## src/rtl/dpn_pkg.sv

```systemverilog
package dpn_pkg;

  // sampled line state codes
  localparam logic [2:0] LN_SE0 = 3'd0;
  localparam logic [2:0] LN_J   = 3'd1;
  localparam logic [2:0] LN_K   = 3'd2;
  localparam logic [2:0] LN_SE1 = 3'd3;
  localparam logic [2:0] LN_CJ  = 3'd4;
  localparam logic [2:0] LN_CK  = 3'd5;

  typedef enum logic [1:0] {
    DRV_REL = 2'd0,
    DRV_SE0 = 2'd1,
    DRV_CJ  = 2'd2,
    DRV_CK  = 2'd3
  } drv_e;

  typedef enum logic [1:0] {
    SPD_NONE = 2'd0,
    SPD_LOW  = 2'd1,
    SPD_FULL = 2'd2,
    SPD_HIGH = 2'd3
  } spd_e;

  typedef enum logic [2:0] {
    ST_IDLE,
    ST_RESET,
    ST_DEVK,
    ST_CHIRP,
    ST_TAIL,
    ST_EN
  } st_e;

  // true when one more K/J pair plus the guard still fits in the window
  function automatic logic pair_fits(logic [31:0] elapsed, logic [31:0] win_len,
                                     logic [31:0] chirp_len, logic [31:0] guard);
    return (elapsed + (chirp_len << 1) + guard) <= win_len;
  endfunction

  function automatic spd_e pick_speed(logic hs_done, logic low_pol);
    if (hs_done)      return SPD_HIGH;
    else if (low_pol) return SPD_LOW;
    else              return SPD_FULL;
  endfunction

endpackage

```

## src/rtl/dpn_hold_filter.sv

```systemverilog
module dpn_hold_filter #(
  parameter int LIMIT = 3
) (
  input  logic clk,
  input  logic rst_n,
  input  logic tick,
  input  logic clr,
  input  logic cond,
  output logic hit
);
  localparam int W = (LIMIT < 2) ? 1 : $clog2(LIMIT);
  localparam logic [W-1:0] LAST = W'(LIMIT - 1);

  logic [W-1:0] cnt;

  // fires on the LIMIT-th tick with cond held throughout
  assign hit = cond && tick && (cnt == LAST);

  always_ff @(posedge clk or negedge rst_n) begin
    if (!rst_n)
      cnt <= '0;
    else if (clr || !cond)
      cnt <= '0;
    else if (tick && (cnt != LAST))
      cnt <= cnt + 1'b1;
  end

  AST_FLT_BOUND: assert property (@(posedge clk) disable iff (!rst_n)
    cnt <= LAST);

  AST_FLT_CLEARS: assert property (@(posedge clk) disable iff (!rst_n)
    !cond |=> (cnt == '0));

endmodule

```

## src/rtl/dpn_window_timer.sv

```systemverilog
module dpn_window_timer #(
  parameter int LEN = 15000,
  parameter int CW  = $clog2(LEN + 1)
) (
  input  logic          clk,
  input  logic          rst_n,
  input  logic          tick,
  input  logic          run,
  output logic [CW-1:0] elapsed,
  output logic          expire
);
  localparam logic [CW-1:0] LAST = CW'(LEN - 1);

  assign expire = run && tick && (elapsed == LAST);

  always_ff @(posedge clk or negedge rst_n) begin
    if (!rst_n)
      elapsed <= '0;
    else if (!run || expire)
      elapsed <= '0;
    else if (tick)
      elapsed <= elapsed + 1'b1;
  end

  AST_WIN_BOUND: assert property (@(posedge clk) disable iff (!rst_n)
    run |-> (elapsed <= LAST));

  AST_WIN_IDLE_ZERO: assert property (@(posedge clk) disable iff (!rst_n)
    !$past(run) |-> (elapsed == '0));

endmodule

```

## src/rtl/dport_hs_negotiator.sv

```systemverilog
module dport_hs_negotiator
  import dpn_pkg::*;
#(
  parameter int ATTACH_US = 100,
  parameter int RESET_US  = 15000,
  parameter int FILT_US   = 3,
  parameter int CHIRP_US  = 50,
  parameter int GUARD_US  = 200,
  parameter int DISC_US   = 2
) (
  input  logic       clk,
  input  logic       rst_n,
  input  logic       us_tick,
  input  logic       reset_req,
  input  logic [2:0] line_st,
  output logic [1:0] drv_st,
  output logic       port_en,
  output logic [1:0] speed,
  output logic       done
);
  localparam int WIN_W = $clog2(RESET_US + 1);

  st_e  st;
  logic phase_k;
  logic hs_ok;
  logic ls_q;
  spd_e speed_q;
  logic done_q;
  drv_e drv;

  // named internal events
  logic [1:0]       att_hit;
  logic             devk_hit;
  logic             chirp_hit;
  logic             disc_hit;
  logic             win_exp;
  logic             in_win;
  logic [WIN_W-1:0] win_elapsed;
  logic [31:0]      ela_now;
  logic             fits_now;

  assign in_win = (st == ST_RESET) || (st == ST_DEVK) ||
                  (st == ST_CHIRP) || (st == ST_TAIL);

  // attach debounce, one filter per idle polarity (0: J, 1: K)
  for (genvar g = 0; g < 2; g++) begin : g_attach
    localparam logic [2:0] CODE = (g == 0) ? LN_J : LN_K;
    dpn_hold_filter #(.LIMIT(ATTACH_US)) u_att (
      .clk  (clk),
      .rst_n(rst_n),
      .tick (us_tick),
      .clr  (1'b0),
      .cond ((st == ST_IDLE) && (line_st == CODE)),
      .hit  (att_hit[g])
    );
  end

  dpn_hold_filter #(.LIMIT(FILT_US)) u_devk (
    .clk  (clk),
    .rst_n(rst_n),
    .tick (us_tick),
    .clr  (1'b0),
    .cond ((st == ST_RESET) && (line_st == LN_CK) && !ls_q),
    .hit  (devk_hit)
  );

  dpn_hold_filter #(.LIMIT(CHIRP_US)) u_chirp (
    .clk  (clk),
    .rst_n(rst_n),
    .tick (us_tick),
    .clr  (chirp_hit),
    .cond (st == ST_CHIRP),
    .hit  (chirp_hit)
  );

  dpn_hold_filter #(.LIMIT(DISC_US)) u_disc (
    .clk  (clk),
    .rst_n(rst_n),
    .tick (us_tick),
    .clr  (1'b0),
    .cond ((st == ST_EN) && (line_st == LN_SE0)),
    .hit  (disc_hit)
  );

  dpn_window_timer #(.LEN(RESET_US), .CW(WIN_W)) u_win (
    .clk    (clk),
    .rst_n  (rst_n),
    .tick   (us_tick),
    .run    (in_win),
    .elapsed(win_elapsed),
    .expire (win_exp)
  );

  // elapsed count as it stands after this edge
  assign ela_now  = 32'(win_elapsed) + (us_tick ? 32'd1 : 32'd0);
  assign fits_now = pair_fits(ela_now, 32'(RESET_US), 32'(CHIRP_US), 32'(GUARD_US));

  always_ff @(posedge clk or negedge rst_n) begin
    if (!rst_n) begin
      st      <= ST_IDLE;
      phase_k <= 1'b1;
      hs_ok   <= 1'b0;
      ls_q    <= 1'b0;
      speed_q <= SPD_NONE;
      done_q  <= 1'b0;
    end else begin
      done_q <= 1'b0;
      case (st)
        ST_IDLE: begin
          hs_ok <= 1'b0;
          if (att_hit[0]) begin
            ls_q <= 1'b0;
            st   <= ST_RESET;
          end else if (att_hit[1]) begin
            ls_q <= 1'b1;
            st   <= ST_RESET;
          end
        end
        ST_EN: begin
          if (disc_hit) begin
            st      <= ST_IDLE;
            speed_q <= SPD_NONE;
          end else if (reset_req) begin
            st      <= ST_RESET;
            speed_q <= SPD_NONE;
            hs_ok   <= 1'b0;
          end
        end
        default: begin
          if (win_exp) begin
            st      <= ST_EN;
            speed_q <= pick_speed(hs_ok, ls_q);
            done_q  <= 1'b1;
          end else begin
            case (st)
              ST_RESET: if (devk_hit) st <= ST_DEVK;
              ST_DEVK: begin
                if (line_st != LN_CK) begin
                  phase_k <= 1'b1;
                  st      <= fits_now ? ST_CHIRP : ST_TAIL;
                end
              end
              ST_CHIRP: begin
                if (chirp_hit) begin
                  if (phase_k) begin
                    phase_k <= 1'b0;
                  end else begin
                    hs_ok   <= 1'b1;
                    phase_k <= 1'b1;
                    if (!fits_now) st <= ST_TAIL;
                  end
                end
              end
              default: ;
            endcase
          end
        end
      endcase
    end
  end

  always_comb begin
    case (st)
      ST_RESET, ST_DEVK, ST_TAIL: drv = DRV_SE0;
      ST_CHIRP:                   drv = phase_k ? DRV_CK : DRV_CJ;
      default:                    drv = DRV_REL;
    endcase
  end

  assign drv_st  = drv;
  assign port_en = (st == ST_EN);
  assign speed   = speed_q;
  assign done    = done_q;

  AST_ATTACH_EXCL: assert property (@(posedge clk) disable iff (!rst_n)
    $onehot0(att_hit));

  AST_J_AFTER_K: assert property (@(posedge clk) disable iff (!rst_n)
    (drv_st == DRV_CJ) |-> ($past(drv_st) == DRV_CK || $past(drv_st) == DRV_CJ));

  AST_LS_NO_CHIRP: assert property (@(posedge clk) disable iff (!rst_n)
    ls_q |-> (drv_st != DRV_CK));

  AST_DONE_VALID: assert property (@(posedge clk) disable iff (!rst_n)
    done |-> (port_en && speed != SPD_NONE));

  AST_DONE_PULSE: assert property (@(posedge clk) disable iff (!rst_n)
    done |=> !done);

  AST_FELL_CLEARS: assert property (@(posedge clk) disable iff (!rst_n)
    $fell(port_en) |-> (speed == SPD_NONE));

  AST_OFF_NO_SPEED: assert property (@(posedge clk) disable iff (!rst_n)
    !port_en |-> (speed == SPD_NONE));

  AST_REQ_RESTART: assert property (@(posedge clk) disable iff (!rst_n)
    (port_en && reset_req && line_st != LN_SE0) |=> (drv_st == DRV_SE0));

endmodule

```

## config.mk

```make
export PLATFORM = sky130hd
export DESIGN_NAME = dport_hs_negotiator
export DESIGN_NICKNAME = d
export VERILOG_FILES = /design/src/rtl/dpn_pkg.sv /design/src/rtl/dpn_hold_filter.sv /design/src/rtl/dpn_window_timer.sv /design/src/rtl/dport_hs_negotiator.sv
export SDC_FILE = /design/constraint.sdc
export NUM_CORES = 1
export LEC_CHECK = 0
export ABC_AREA = 1
export BUFFER_PORTS_ARGS = -buffer_cell sky130_fd_sc_hd__buf_2
export CAP_MARGIN = 10
export CORE_ASPECT_RATIO = 1.75
export CORE_MARGIN = 1.5
export CORE_UTILIZATION = 51
export CTS_CLUSTER_DIAMETER = 80
export CTS_CLUSTER_SIZE = 40
export DETAILED_ROUTE_END_ITERATION = 8
export GPL_TIMING_DRIVEN = 0
export HOLD_SLACK_MARGIN = 0.1
export PLACE_DENSITY = 0.65
export SLEW_MARGIN = 15
export SYNTH_ARGS = -nofsm -noshare
export SYNTH_HDL_FRONTEND = slang
export SYNTH_SLANG_ARGS = --single-unit
```

## constraint.sdc

```tcl
create_clock -name clk -period 6.1 [get_ports clk]
set_input_delay 1.83 -clock clk [delete_from_list [all_inputs] [get_ports clk]]
set_output_delay 1.83 -clock clk [all_outputs]
set_load 0.01 [all_outputs]
```

Word level (Yosys, flattened, before mapping)
Cells that the tools add are included.

Bits in latches: 0. Memories: 0. Memory bits (read-only): 0. Logic and storage cells: 157. Memory bits (writable): 0. Output and inout port bits: 6. Register bits after elaboration: 46.

Equal/unequal tests: 35. Order comparisons: 1. Reductions and logical operators: 47. Multiplexer cells: 49. Shifts and indexed selects: 0. Divide/modulo/power cells: 0. Bitwise logic cells: 4. $mul: 0. $add $sub $neg: 9.

Operator list (count): two-way mux 3 bit (11); two-way mux 14 bit (2); two-way mux 7 bit (4); logical AND 1 bit (22); adder 16 x 8 -> 17 bit, second input constant (1); less-or-equal comparator 17 x 14 -> 1 bit, second input constant (1); two-way mux 1 bit (17); adder 15 x 7 -> 16 bit, second input constant (1); adder 14 x 1 -> 15 bit (1); adder 14 x 1 -> 14 bit, second input constant (1); adder 7 x 1 -> 7 bit, second input constant (2); equality test 14 bit, second input constant (1); equality test 7 bit, second input constant (2); two-way mux 2 bit (7); inequality test 2 bit, second input constant (7); inequality test 7 bit, second input constant (2); two-way mux 6 bit (2); inequality test 5 x 3 -> 1 bit, second input constant (2); inequality test 5 x 4 -> 1 bit, second input constant (2); nonzero test 2 bit (5); equality test 3 x 2 -> 1 bit, second input constant (3); equality test 3 bit, second input constant (3); case mux 3 bit (3 select lines) (1); case mux 2 bit (2 select lines) (2); other kinds (27) (43).

Longest topological paths before layout
Gate-level depths: netlist (run 1).

Depth in word-level cells: 11. Depth in mapped cells: 20. Gate-level depth less buffers: 20.

Cells and area by module
Synthesis (run 1) repeated with hierarchy kept, for this count alone.

Cell total of the unflattened synthesis: 544. Area, all modules: 3590.9 um2.

Modules (own cells, without submodules): dport_hs_negotiator (seq. area each 226.5 um2, area each 1242.4 um2, cells each 224, instances 1); dpn_hold_filter (g_attach[0].u_att ...) (seq. area each 175.2 um2, area each 467.9 um2, cells each 61, instances 2); dpn_window_timer (seq. area each 350.3 um2, area each 847.1 um2, cells each 123, instances 1); dpn_hold_filter (u_chirp) (seq. area each 150.1 um2, area each 391.6 um2, cells each 50, instances 1); dpn_hold_filter (u_devk) (seq. area each 50.0 um2, area each 122.6 um2, cells each 17, instances 1); dpn_hold_filter (u_disc) (seq. area each 25.0 um2, area each 51.3 um2, cells each 8, instances 1).

Worst setup path before layout (run 1)
Ideal clock, no wire load.

Kind: input port to flip-flop. Start: input us_tick. End: register st[2]. Buffers on the path: 0. Stages on the path: 18. Setup slack: 2.636 ns. Data arrival time: 3.347 ns. Setup time: 0.117 ns. Path through: ha_1 -> ha_1 -> inv_1 -> nand2_2 -> nand2_1 -> nand2_1 -> nand2_1 -> nand2_1 -> nor2_1 -> nand2_1 -> nor3_1 -> nand2_1 -> nand2_2 -> nand2_1 -> nand2_2 -> nand2_2 -> nand2_1 -> nand2_1.

Cells in the longest elaborated chain, start to end: 10. Elaborated cells on any way between the ends: 33.

Ends and longest elaborated chain: start, declared (RTL line dport_hs_negotiator.sv:13) `input logic us_tick,`; two-way mux 1 bit (RTL line dport_hs_negotiator.sv:95) `assign ela_now = 32'(win_elapsed) + (us_tick ? 32'd1 : 32'd0);`; adder 14 x 1 -> 15 bit (RTL line dport_hs_negotiator.sv:95); adder 15 x 7 -> 16 bit (RTL line dpn_pkg.sv:37) `return (elapsed + (chirp_len << 1) + guard) <= win_len;`; adder 16 x 8 -> 17 bit (RTL line dpn_pkg.sv:37); less-or-equal comparator 17 x 14 -> 1 bit (RTL line dpn_pkg.sv:37); two-way mux 3 bit (RTL line dport_hs_negotiator.sv:140) `st <= fits_now ? ST_CHIRP : ST_TAIL;`; two-way mux 3 bit (RTL line dport_hs_negotiator.sv:138) `if (line_st != LN_CK) begin`; case mux 3 bit (3 select lines) (RTL line dport_hs_negotiator.sv:135) `case (st)`; two-way mux 3 bit (RTL line dport_hs_negotiator.sv:130) `if (win_exp) begin`; case mux 3 bit (2 select lines) (RTL line dport_hs_negotiator.sv:108) `case (st)`; end signal, assigned (RTL line dport_hs_negotiator.sv:140); end, declared (RTL line dport_hs_negotiator.sv:23) `st_e st;`.

Several ways; a longest one is shown, not always the timed one. The select of a mux whose other input is x is not followed. A chain may end at the register's enable or synchronous reset.

Worst setup path after layout (run 1)
Start: input us_tick. End: register st[1].

Same word-level chain as after synthesis.

==> summary.md, run 1 <==
| Metric | Value |
|---|---|
| Vias in the first global route | 2803 |
| Seq pwr share | 56.6% |
| Net Switching | 121 uW |
| Peak Freq | 0.268 GHz |
| Arrival time worst endpoint | 3.93 ns |
| Largest net degree at the start of global routing | 47 |
| Synth warnings | 0 |
| Total power | 551 uW |
| Die area | 0.00655 mm2 |
| Drt initial violations | 152 |
| Resize count post-CTS | 0 |
| Largest area contributor in the netlist | dfrtp_1 |
| Type of the most critical hold path | reg2reg |
| Critical path class | in2reg |
| Worst r2r path cells | 18 |
| Reg2reg start | u_win.elapsed[0] |
| Leakage | 0.00149 uW |
| Post-synth top area share | 36.4% |
| Peak fanout along the critical path | 4 |
| Die X-Extent | 61.8 um |
| Worst Path Required | 6.30 ns |
| GPL Wtd Cong | 0.908 |
| Gate power share | 4.5% |
| Cell Chain, Critical Path | buf_2, ha_1, ha_1, inv_1, nand2_2, nand2_1, nand2_1, nand2_1, nand2_1, nor2_1, nand2_1, nor3_1, nand2_1, nand2_2, nand2_1, nand2_2, nand2_2, nand2_1, nand2_1 |
| Remaining DRCs | 0 |
| FF-to-FF setup slack | 3.65 ns |
| Clk root buf | clkbuf_8 |
| Most frequent CP cell | nand2_1 |
| Clk pwr share | 38.9% |
| Count of final max-slew check failures | 0 |
| Syn Area/Cell | 7.19 um2 |
| Syn-to-layout area delta | 8.74% |
| Vias per cell | 5.32 |
| CTS max path bufs | 2 |
| Ant. Diodes | 0 |
| First-pass GRT wire length | 12100 um |
| Via count | 2807 |
| Die H | 106 um |
| # nets final | 464 |
| Syn Nets | 445 |
| Pre-Repair DR Iteration Count | 4 |
| Routed Antenna Nets | 0 |
| Hold endpoint | phase_k |
| Rows | 37 |
| Synthesis-stage register bit count | 46 |
| Max cap viols | 0 |
| Wire per inst | 13.7 um |
| Core Region | 0.00588 mm2 |
| Synth Instances | 430 |
| RSZ-0062 raised after global routing | false |
| Final setup violation count | 0 |
| Reg clk slew, reported paths | 0.08 ns |
| Port bufs | 12 |
| CTS buffer count | 5 |
| Pwr dens | 164 mW/mm2 |
| Share of cells above drive strength 1 | 13.3% |
| Gr ovfl total | 0 |
| Startpoint Class | input pin |
| Least-Margin Pin Slew | 0.605 ns |
| Distinct cells, synth | 39 |
| Fin crit period | 3.74 ns |
| TNS Setup | 0 ns |
| Gate family responsible for the most delay along the worst path | simple AND/OR/NAND/NOR gates |
| CTS tree | built |
| Register area share after synthesis | 37.3% |
| Hold buffer count at CTS | 0 |
| Setup repair bufs after CTS | 0 |
| Hold path cells | 2 |
| Initial core utilization | 52.6% |
| Switching share of total power | 22.0% |
| CP max stage cell | nor3_1 |
| Ports | 13 |
| Min-delay src | phase_k |
| Hold Violations, Final | 0 |
| CP Buf/Inv Count | 2 |
| DRT Wirelength | 7230 um |
| Top area cells in the synthesized netlist | dfrtp_1 36%, nand2_1 11%, inv_1 6.8% |
| Clock sinks | 46 |
| Layout Skew | 0.00397 ns |
| Reg2Reg Capture Point | st[1] |
| GRT Total Usage | 24.7% |
| Detail Placement HPWL | 5750 um |
| Status | finished clean |
| H-Tree Depth | 2 |
| Worst-skew pair later-pin latency | 0.29 ns |
| Worst path depth | 19 |
| Crit-path max cell delay | 0.26 ns |
| P_int | 430 uW |
| IR drop worst, VDD | 0.136 mV |
| Slew HR | 59.7% |
| Initial antenna violation count | 0 |
| CP endpoint kind | register |
| Synth Cell Area | 0.00309 mm2 |
| # fillers | 600 |
| Final worst-path cycle share | 61.2% |
-- sequential cells by signal (all words and copies together) (netlist names), 2 cells and up --
signal and count:
u_win.elapsed 14, u_chirp.cnt 6, st 3, u_devk.cnt 2
g_attach.u_att.cnt 14, speed 2
-- cell usage in the layout, fill, tap and decap left out, types with 3 or more instances in the layout --
| cell | n |
|---|---|
| nand4_1 | 5 |
| o21ai_0 | 16 |
| nand2_1 | 91 |
| inv_1 | 56 |
| a21oi_1 | 26 |
| clkbuf_8 | 8 |
| a211oi_1 | 4 |
| nand3_2 | 3 |
| nor2_4 | 4 |
| and3_1 | 3 |
| xor2_1 | 4 |
| a31oi_1 | 3 |
| dfrtp_1 | 45 |
| nand2_2 | 11 |
| nor2_2 | 4 |
| nand3_1 | 38 |
| buf_2 | 11 |
| ha_1 | 8 |
| buf_4 | 5 |
| nor2_1 | 47 |
| o21a_1 | 3 |
| inv_2 | 5 |
| nor3_1 | 25 |
-- layer usage --
| metal | track usage (%) | up-vias | part of all wire [%] |
|---|---|---|---|
| li1 | - | 1450 | - |
| met1 | 24.7 | 1291 | 37 |
| met2 | 47.7 | 49 | 58 |
| met3 | 2.31 | 17 | 1.8 |
| met4 | 10.0 | 0 | 3.5 |
| met5 | 0 | - | 0 |
-- Yosys cell counts (all sizes together) --
| cell | number |
|---|---|
| a31oi | 3 |
| o211ai | 2 |
| nor2 | 55 |
| nor3b | 1 |
| clkbuf | 2 |
| o22ai | 1 |
| xor2 | 4 |
| dfstp | 1 |
| and3 | 3 |
| o21a | 3 |
| nand4 | 5 |
| a211oi | 4 |
| nor4 | 5 |
| nand3 | 41 |
| a21oi | 26 |
| o31ai | 1 |
| o21ai | 16 |
| inv | 61 |
| mux2i | 1 |
| a21boi | 1 |
| ha | 8 |
| or3 | 2 |
| o2111ai | 1 |
| xnor2 | 1 |
| dfrtp | 45 |
| nand3b | 1 |
| nand2 | 102 |
| nor3 | 27 |
| buf | 5 |
| or2 | 2 |
-- layout make-up --
type                            count  area, um2  share of cell area (%)
Multi-Input combinational cell    316       1660                    49.4
Sequential cell                    46       1150                    34.3
Clock buffer                        8        110                    3.28
Tap cell                           78       97.6                    2.90
Buffer                              7       48.8                    1.45
Timing Repair Buffer               12       62.6                    1.86
Inverter                           61        229                    6.81
-- worst register-to-register path, cell delays in order (launching register included) --
cell     delay (ns)
dfrtp_1        0.41
ha_1           0.20
ha_1           0.19
inv_1          0.10
nand2_2        0.09
nand2_1        0.11
nand2_1        0.09
nand2_1        0.07
nand2_1        0.05
nor2_1         0.11
nand2_1        0.07
nor3_1         0.26
nand2_1        0.16
nand2_2        0.10
nand2_1        0.06
nand2_2        0.10
nand2_2        0.07
nand2_1        0.06
nand2_1        0.04
-- worst max path at each step --
stage / to / start
final: st[1] / us_tick
after detailed placement: st[1] / us_tick
after floorplan: st[2] / us_tick
after global routing: st[1] / us_tick
after global placement: st[0] / us_tick
after CTS: st[0] / us_tick
-- cells by family after synthesis --
group	synth area share (%)
and+or+nand+nor	38.2
buffers and inverters	8.99
AOI/OAI and AO/OA	10.6
DFF	37.3
adders and majority gates	3.24
xor gates and xnor gates	1.42
muxes	0.324
-- metrics by stage --
| stage | setup slack (ns) | util [%] | std cells | cell area [um2] | hold WS (ns) |
|---|---|---|---|---|---|
| after floorplan | 2.64 | - | 430 | 3090 | 0.452 |
| after global placement | 2.13 | 55.2 | 520 | 3250 | 0.462 |
| after detailed placement | 2.10 | 55.2 | 520 | 3250 | 0.483 |
| after CTS | 2.42 | 57.1 | 528 | 3360 | 0.496 |
| after global routing | 2.15 | 57.2 | 528 | 3360 | 0.508 |
| final | 2.36 | 57.2 | 528 | 3360 | 0.493 |
-- power by group through the flow --
stage                     logic [uW]  registers, uW  clock network, uW
after floorplan                 12.5            318                  0
after global placement          25.0            318                  0
after detailed placement        25.1            318                  0
after CTS                       25.2            312                223
after global routing            28.9            313                231
final                           24.8            312                214
(Power assumes the default switching activity.)
==> run 2: changes to the inputs <==
PLACE_DENSITY = 0.68   (was 0.65)
clock period = 3.05 ns   (was 6.1 ns; I/O delays follow)
==> summary.md, run 2 (synthesis results as in run 1) <==
| Metric | Value |
|---|---|
| Die X-Extent | 61.8 um (unchanged) |
| Pre-Repair DR Iteration Count | 6 (+2) |
| Placed instance area | 0.00325 mm2 (unchanged) |
| Syn-to-layout area delta | 7.85% |
| Clock sinks | 46 (unchanged) |
| Peak Freq | 0.368 GHz |
| Type of the most critical hold path | reg2reg |
| Most frequent cells in the layout | 91 x nand2_1, 56 x inv_1, 47 x nor2_1 |
| Core Region | 0.00588 mm2 (unchanged) |
| Max cap viols | 0 (unchanged) |
| DRT Wirelength | 7230 um (about the same) |
| Drt initial violations | 155 (+2.0%) |
| Detail Placement HPWL | 5760 um (+0.17%) |
| Vias in the first global route | 2917 (+4.1%) |
| Worst-skew pair later-pin latency | 0.31 ns (+0.02 ns) |
| CP endpoint kind | register |
| Layout Skew | 0.00756 ns (+0.00359 ns) |
| Arrival time worst endpoint | 2.91 ns (-1.02 ns) |
| Leakage | 0.00148 uW (-0.84%) |
| # fillers | 628 (+4.7%) |
| Largest net degree at the start of global routing | 47 (unchanged) |
| Initial antenna violation count | 0 (unchanged) |
| Via count | 2857 (+1.8%) |
| Remaining DRCs | 0 (unchanged) |
| Slew HR | 60.9% (+1.2 points) |
| Hold buffer count at CTS | 0 (unchanged) |
| Vias per cell | 5.41 (+1.8%) |
| Startpoint Class | input pin |
| Status | finished clean |
| Least-Margin Pin Slew | 0.587 ns (-0.0185 ns) |
| Setup repair bufs after CTS | 0 (unchanged) |
| Top Registers | g_attach.u_att.cnt: 14 flops, u_win.elapsed: 14 flops, u_chirp.cnt: 6 flops |
| First-pass GRT wire length | 12400 um (+2.2%) |
| Routed Antenna Nets | 0 (unchanged) |
| TNS Setup | 0 ns (unchanged) |
| Pwr dens | 310 mW/mm2 (+89%) |
| CTS tree | built |
| IR drop worst, VDD | 0.307 mV (+120%) |
| Share of cells above drive strength 1 | 13.1% (-0.22 points) |
| Count of final max-slew check failures | 0 (unchanged) |
| H-Tree Depth | 2 (unchanged) |
| Die H | 106 um (unchanged) |
| Fin crit period | 2.72 ns |
| Reg clk slew, reported paths | 0.08 ns (about the same) |
| Resize count post-CTS | 0 (unchanged) |
| Final setup violation count | 0 (unchanged) |
| Port bufs | 12 (unchanged) |
| CTS max path bufs | 2 (unchanged) |
| Die area | 0.00655 mm2 (unchanged) |
| Place WS | -0.0106 ns (-2.11 ns) |
| Gr ovfl total | 0 (unchanged) |
| Clk root buf | clkbuf_8 |
| Total power | 1030 uW (+87%) |
| CTS buffer count | 5 (unchanged) |
| Peak fanout along the critical path | 4 (unchanged) |
| Core Util, Final | 56.7% (-0.47 points) |
| Critical path class | in2reg |
| Fin worst setup slack | 0.333 ns (-2.03 ns) |
| Most common cell after layout, fill and taps aside | nand2_1 |
| Final Instance Area | 0.00333 mm2 (-0.82%) |
| Wire per inst | 13.7 um (about the same) |
| GRT Total Usage | 25.4% (+0.73 points) |
| Ports | 13 (unchanged) |
| Worst Path Required | 3.25 ns (-3.05 ns) |
| Initial core utilization | 52.6% (unchanged) |
| Hold Violations, Final | 0 (unchanged) |
| # nets final | 464 (unchanged) |
| Final worst-path cycle share | 89.1% |
| RSZ-0062 raised after global routing | false |
| Ant. Diodes | 0 (unchanged) |
| GPL Wtd Cong | 0.966 (+6.3%) |
| Rows | 37 (unchanged) |
run 2: critical path: stages:
cell and delay [ns]:
buf_2 0.13, ha_1 0.21, ha_1 0.19, inv_1 0.10, nand2_2 0.10, nand2_1 0.12
nand2_1 0.09, nand2_1 0.07, nand2_1 0.05, nor2_1 0.13, nand2_1 0.06, nor3_1 0.20
nand2_1 0.13, nand2_2 0.09, nand2_1 0.06, nand2_2 0.09, nand2_2 0.07, nand2_1 0.06
nand2_1 0.05
run 2: final cells by class:
class                      instances  area, um2  share of cell area [%]
timing repair buffer              12       62.6                    1.88
tap                               78       97.6                    2.93
clock buffer                       6       72.6                    2.18
sequential                        46       1150                    34.6
buffer                             7       48.8                    1.46
inverter                          61        229                    6.87
clock inverter                     2       10.0                   0.300
multi-input combinational        316       1660                    49.8
run 2: per-stage QoR:
| stage | cells | hold slack [ns] |
|---|---|---|
| CTS | 528 | 0.491 |
| finish | 528 | 0.494 |
| floorplan | 430 | 0.452 |
| detailed placement | 520 | 0.471 |
| global route | 528 | 0.503 |
| global placement | 520 | 0.462 |
run 2: layer usage:
layer,part of all wire [%],GRT usage (%)
met5,0,0
met4,3.9,12.5
met3,2.0,3.41
met2,57,47.5
met1,37,25.4
run 2: final timing paths:
kind                                  start                  endpoint  slack [ns]  cells after the start
max in group asynchronous             rst_n                     st[0]        2.04                      1
min reg2reg                         phase_k                   phase_k        0.49                      2
min in group asynchronous             rst_n  g_attach[0].u_att.cnt[0]        0.60                      1
max                                 us_tick                     st[0]        0.33                     19
min                                 phase_k                   phase_k        0.49                      2
max reg2reg                u_win.elapsed[0]                     st[0]        0.68                     18
run 2: power breakdown:
| part | internal [uW] | switching (uW) |
|---|---|---|
| logic | 14.5 | 35.9 |
| clock network | 159 | 198 |
| registers | 617 | 8.97 |
| total | 790 | 243 |
